===== src/rtl/cta_pkg.sv =====
package cta_pkg;
  localparam int unsigned STAT_W  = 3;
  localparam int unsigned ST_LOW  = 0;
  localparam int unsigned ST_VLOW = 1;
  localparam int unsigned ST_HIGH = 2;

  typedef enum logic [1:0] {
    MODE_OFF   = 2'b00,
    MODE_CC    = 2'b01,
    MODE_ALERT = 2'b10,
    MODE_RSVD  = 2'b11
  } pin_mode_e;
endpackage


===== src/rtl/cta_sync.sv =====
module cta_sync #(
  parameter int unsigned WIDTH  = 2,
  parameter int unsigned STAGES = 2
) (
  input  logic             clk_i,
  input  logic             rst_ni,
  input  logic [WIDTH-1:0] d_i,
  output logic [WIDTH-1:0] q_o
);
  logic [WIDTH-1:0] stage_q [STAGES];

  for (genvar s = 0; s < STAGES; s++) begin : g_stage
    logic [WIDTH-1:0] src;
    if (s == 0) begin : g_first
      assign src = d_i;
    end else begin : g_next
      assign src = stage_q[s-1];
    end
    always_ff @(posedge clk_i or negedge rst_ni) begin
      if (!rst_ni) stage_q[s] <= '0;
      else         stage_q[s] <= src;
    end
  end

  assign q_o = stage_q[STAGES-1];
endmodule


===== src/rtl/cta_thresh.sv =====
module cta_thresh #(
  parameter int unsigned CW = 16
) (
  input  logic          clk_i,
  input  logic          rst_ni,
  input  logic [CW-1:0] charge_i,
  input  logic          hi_we_i,
  input  logic          lo_we_i,
  input  logic [CW-1:0] wdata_i,
  output logic [CW-1:0] thr_hi_o,
  output logic [CW-1:0] thr_lo_o,
  output logic          above_o,
  output logic          below_o
);
  logic [CW-1:0] hi_q, lo_q;

  always_ff @(posedge clk_i or negedge rst_ni) begin
    if (!rst_ni) begin
      hi_q <= '1;
      lo_q <= '0;
    end else begin
      if (hi_we_i) hi_q <= wdata_i;
      if (lo_we_i) lo_q <= wdata_i;
    end
  end

  assign above_o  = charge_i > hi_q;
  assign below_o  = charge_i < lo_q;
  assign thr_hi_o = hi_q;
  assign thr_lo_o = lo_q;
endmodule


===== src/rtl/cta_flags.sv =====
module cta_flags #(
  parameter int unsigned N = 3
) (
  input  logic         clk_i,
  input  logic         rst_ni,
  input  logic [N-1:0] set_i,
  input  logic         clr_i,
  output logic [N-1:0] flag_o
);
  logic [N-1:0] flag_q;

  // set has priority over read-clear so a live condition is never lost
  always_ff @(posedge clk_i or negedge rst_ni) begin
    if (!rst_ni) flag_q <= '0;
    else         flag_q <= (flag_q & ~{N{clr_i}}) | set_i;
  end

  assign flag_o = flag_q;

  for (genvar i = 0; i < N; i++) begin : g_chk
    assert_sticky_R5: assert property (@(posedge clk_i) disable iff (!rst_ni)
      (flag_q[i] && !clr_i) |=> flag_q[i]);
    assert_clear_R5: assert property (@(posedge clk_i) disable iff (!rst_ni)
      (clr_i && !set_i[i]) |=> !flag_q[i]);
  end
endmodule


===== src/rtl/charge_alert_ctrl.sv =====
module charge_alert_ctrl
  import cta_pkg::*;
#(
  parameter int unsigned CW          = 16,
  parameter int unsigned SYNC_STAGES = 2
) (
  input  logic              clk_i,
  input  logic              rst_ni,
  input  logic [CW-1:0]     charge_i,
  input  logic              thr_hi_we_i,
  input  logic              thr_lo_we_i,
  input  logic [CW-1:0]     thr_wdata_i,
  input  logic [1:0]        mode_i,
  input  logic              vlow_i,
  input  logic              pin_i,
  input  logic              stat_rd_i,
  output logic [STAT_W-1:0] status_o,
  output logic              pin_pd_o,
  output logic              cc_preset_o
);
  pin_mode_e         mode;
  logic [1:0]        sync_d, sync_q;
  logic              vlow_s, pin_s, pin_prev_q;
  logic              above, below;
  logic [CW-1:0]     thr_hi, thr_lo;
  logic [STAT_W-1:0] set_vec, flags;
  logic              alert_en, cc_en;

  assign mode     = pin_mode_e'(mode_i);
  assign alert_en = (mode == MODE_ALERT);
  assign cc_en    = (mode == MODE_CC);

  assign sync_d = {pin_i, vlow_i};

  cta_sync #(.WIDTH(2), .STAGES(SYNC_STAGES)) u_sync (
    .clk_i (clk_i),
    .rst_ni(rst_ni),
    .d_i   (sync_d),
    .q_o   (sync_q)
  );
  assign vlow_s = sync_q[0];
  assign pin_s  = sync_q[1];

  cta_thresh #(.CW(CW)) u_thresh (
    .clk_i   (clk_i),
    .rst_ni  (rst_ni),
    .charge_i(charge_i),
    .hi_we_i (thr_hi_we_i),
    .lo_we_i (thr_lo_we_i),
    .wdata_i (thr_wdata_i),
    .thr_hi_o(thr_hi),
    .thr_lo_o(thr_lo),
    .above_o (above),
    .below_o (below)
  );

  always_comb begin
    set_vec          = '0;
    set_vec[ST_HIGH] = above;
    set_vec[ST_VLOW] = vlow_s;
    set_vec[ST_LOW]  = below;
  end

  cta_flags #(.N(STAT_W)) u_flags (
    .clk_i (clk_i),
    .rst_ni(rst_ni),
    .set_i (set_vec),
    .clr_i (stat_rd_i),
    .flag_o(flags)
  );

  always_ff @(posedge clk_i or negedge rst_ni) begin
    if (!rst_ni) pin_prev_q <= 1'b0;
    else         pin_prev_q <= pin_s;
  end

  assign status_o    = flags;
  assign pin_pd_o    = alert_en & (|flags);
  assign cc_preset_o = cc_en & pin_s & ~pin_prev_q;

  assert_hi_set_R2: assert property (@(posedge clk_i) disable iff (!rst_ni)
    (charge_i > thr_hi) |=> status_o[ST_HIGH]);
  assert_lo_set_R3: assert property (@(posedge clk_i) disable iff (!rst_ni)
    (charge_i < thr_lo) |=> status_o[ST_LOW]);
  assert_cc_pulse_R8: assert property (@(posedge clk_i) disable iff (!rst_ni)
    cc_preset_o |=> !cc_preset_o);
endmodule


===== config.mk =====
export PLATFORM = sky130hd
export DESIGN_NAME = charge_alert_ctrl
export DESIGN_NICKNAME = d
export VERILOG_FILES = /design/src/rtl/cta_pkg.sv /design/src/rtl/cta_sync.sv /design/src/rtl/cta_thresh.sv /design/src/rtl/cta_flags.sv /design/src/rtl/charge_alert_ctrl.sv
export SDC_FILE = /design/constraint.sdc
export NUM_CORES = 1
export LEC_CHECK = 0
export BUFFER_PORTS_ARGS = -buffer_cell sky130_fd_sc_hd__clkbuf_2
export CORE_UTILIZATION = 43
export CTS_BUF_LIST = sky130_fd_sc_hd__clkbuf_2 sky130_fd_sc_hd__clkbuf_4 sky130_fd_sc_hd__clkbuf_8
export DETAILED_ROUTE_END_ITERATION = 12
export GPL_TIMING_DRIVEN = 0
export PLACE_DENSITY = 0.65
export SLEW_MARGIN = 30
export SYNTH_ARGS = -nofsm -noshare
export SYNTH_HDL_FRONTEND = slang
export SYNTH_SLANG_ARGS = --single-unit

===== constraint.sdc =====
create_clock -name clk_i -period 1.89 [get_ports clk_i]
set_input_delay 0.2835 -clock clk_i [delete_from_list [all_inputs] [get_ports clk_i]]
set_output_delay 0.2835 -clock clk_i [all_outputs]
set_load 0.01 [all_outputs]

==> flow_summary.json <==
{
  "status": "complete, but fails checks",
  "violations": "hold timing",
  "place.gp.congestion": 0.749,
  "drive_above_1_share_pct": 26.8,
  "clockPowerShare_pct": 41.5,
  "postSynthAreaPerCell_um2": 9.68,
  "leakage_nw": 1.33,
  "cts_setup_buffers": 0,
  "whs_ns": -0.00895,
  "switchingPower_mw": 0.566,
  "initial_core_util_pct": 45.1,
  "internal-power_mw": 1.78,
  "yosysWarningCount": 0,
  "fin_crit_ns": 1.73,
  "path_class": "register to register",
  "ys_ff_latch": 40,
  "antenna_found_initial": 0,
  "dp_cells": 335,
  "first_iter_violations": 64,
  "relSlewSlack_pct": 61.1,
  "syn2layout_area_growth_pct": 22.4,
  "htree_levels": 2,
  "area.sequential_um2": 1020,
  "vias": 1679,
  "p_sw_share_pct": 24.1,
  "cp.arrival_ns": 1.91,
  "cts_buffers": 5,
  "core-area_um2": 4790,
  "synth_ff_type": "dfrtp_1",
  "setup_viol": 0,
  "nets": 347,
  "rows": 25,
  "wirelength_mm": 4.56,
  "rsz0062_at_grt": "false",
  "clock-sinks": 40,
  "grt_max_degree": 41,
  "hold_buffers": 0,
  "max-cap-violations": 0,
  "cts_root_buffer": "clkbuf_8",
  "netlist_area_um2": 2160,
  "worst_pin_slew_ns": 0.583,
  "power.density_nw_per_um2": 889,
  "fin_crit_sh_pct": 91.8,
  "fp.dieArea_um2": 5310,
  "first_pass_iters": 4,
  "yosysMostFrequentCell": "nand2_1",
  "synth_edf_count": 0,
  "nFillCells": 464,
  "finalNonFillerCells": 343,
  "yosysUniqueCellTypes": 25,
  "dpl.hpwl_mm": 3.38,
  "multi_input_area_um2": 1010,
  "async_reset_ff_share_pct": 100,
  "yosysSeqAreaShare_pct": 47.3,
  "die_y_um": 72.9,
  "critPathBufInv": 1,
  "grt_overflow": 0,
  "critical_path.top_delay_family": "compound AO/OA/AOI/OAI gates",
  "ys_top_cells_by_area": "dfrtp_1 (28%), dfstp_2 (19%), ha_1 (18%)",
  "ir_drop_mv": 0.436,
  "slew_viol_final": 0,
  "diodes": 0,
  "p_comb_share_pct": 16.8,
  "synth_top_cell_area_share_pct": 27.8,
  "cp-start-kind": "register",
  "drcViolationCount": 0,
  "cts-resized-gates": 0,
  "ys_top_cells_by_count": "nand2_1 (35), inv_1 (33), o21ai_0 (33), ha_1 (31), dfrtp_1 (24)",
  "crit_chain": "inv_1, ha_1, a21oi_1, nand2_1, a2111oi_1, a22oi_1",
  "synthCells": 223,
  "critPathRequiredTime_ns": 2.06,
  "yosysTopAreaCell": "dfrtp_1",
  "cts_tree": "done",
  "hold_viol_final": 16,
  "setup-tns-final_ns": 0,
  "cp_max_fo": 3,
  "cp_slowest_cell": "dfstp_2",
  "grt_pass1_vias": 1655,
  "syn_nets": 295,
  "fmax_ghz": 0.577,
  "io-pin-count": 46,
  "vias_per_cell": 4.90,
  "hold_class": "input pin to async pin",
  "skew_ns": 0.00786,
  "seqPwrFrac_pct": 41.7,
  "grtUsageTotal_pct": 19.6,
  "ant_nets": 0,
  "power.total_mw": 2.35,
  "slowest_delay_ns": 0.52,
  "cp-end-kind": "register",
  "cts.clk_slew.worst_paths_ns": 0.08,
  "portBuffers": 45,
  "wire_per_inst_um": 13.3,
  "grt_pass1_wl_mm": 7.69,
  "clk_latency_ns": 0.30,
  "clock_path_buffers": 2,
  "die_x_um": 72.9
}
## cell families (layout without fill, tap and decap cells)
family | after synthesis | after routing | share of synthesized area [%]
buf+inv | 39 | 92 | 6.78
mux | 2 | 2 | 1.04
simple gates | 54 | 54 | 11.8
flops | 40 | 40 | 47.3
compound gates | 57 | 57 | 15.1
fa+ha+maj | 31 | 31 | 18.0
## worst register-to-register path: stages (launching register included)
cell and delay, ns:
dfstp_2 0.52, inv_1 0.04, ha_1 0.31, a21oi_1 0.17, nand2_1 0.07, a2111oi_1 0.39, a22oi_1 0.11
## sequential cells by signal, indices dropped and copies added, names as in the netlist
name	count
u_flags.flag_o	3
pin_prev_q	1
u_sync.g_stage.src	2
u_sync.q_o	2
u_thresh.thr_lo_o	16
u_thresh.thr_hi_o	16
## final timing paths
check | slack, ns | start | end | depth (start not counted)
setup / recovery | 0.16 | u_thresh.thr_hi_o[14] | u_flags.flag_o[2] | 6
hold / removal | -0.009 | rst_ni | u_thresh.thr_lo_o[12] | 1
setup reg to reg | 0.16 | u_thresh.thr_hi_o[14] | u_flags.flag_o[2] | 6
hold reg to reg | 0.34 | u_sync.g_stage[1].src[0] | u_sync.q_o[0] | 0
max in group asynchronous | 1.52 | rst_ni | u_thresh.thr_hi_o[3] | 1
min in group clk_i | 0.08 | pin_i | u_sync.g_stage[1].src[1] | 1
## layout by cell type, fill, tap and decap left out
cell type and n:
a21oi_1 12, o21bai_1 2, nand3_1 5, bufinv_16 3, ha_1 30, a211oi_1 1
o41a_1 1, ha_4 1, dfstp_2 16, a2111oi_1 1, a211oi_2 1, inv_1 33
o21ai_0 33, clkbuf_2 44, nor2b_1 2, nand4_1 5, clkbuf_4 1, a21o_1 4
nand2_1 35, nor4bb_1 1, nand2b_4 1, clkbuf_8 5, clkbuf_1 6, a221oi_1 1
dfrtp_1 24, nor3_1 3, and4_1 1, a22oi_1 1, mux2_2 2, nor3b_1 1
## through the flow
step                setup slack [ns]  cell area, um^2  util [%]
CTS                           0.0755             2630      55.0
global route                 0.00910             2640      55.2
floorplan                      0.220             2160         -
finish                         0.156             2640      55.2
global placement              0.0762             2470      51.6
detailed placement            0.0976             2470      51.6
## routing by layer
layer / part of all wire, % / GRT usage, % / vias to the layer above
li1: - / - / 859
met1: 47 / 25.4 / 790
met2: 48 / 32.3 / 26
met3: 3.9 / 5.25 / 4
met4: 1.2 / 5.88 / 0
met5: 0 / 0 / -
## power by group through the flow
| stage | sequential [mW] | clock (mW) | combinational, mW |
|---|---|---|---|
| after floorplan | 0.994 | 0 | 0.234 |
| after global placement | 0.993 | 0 | 0.383 |
| after detailed placement | 0.997 | 0 | 0.390 |
| after CTS | 0.981 | 0.990 | 0.397 |
| after global routing | 0.989 | 1.02 | 0.463 |
| final | 0.980 | 0.975 | 0.396 |
## final cells by class
class | count | area share [%]
sequential | 40 | 38.6
multi-input combinational | 144 | 38.0
timing repair buffer | 45 | 8.61
inverter | 33 | 4.69
clock inverter | 3 | 3.41
tap | 67 | 3.17
clock buffer | 5 | 2.60
buffer | 6 | 0.852
No activity file was read; power rests on OpenSTA's default activity.
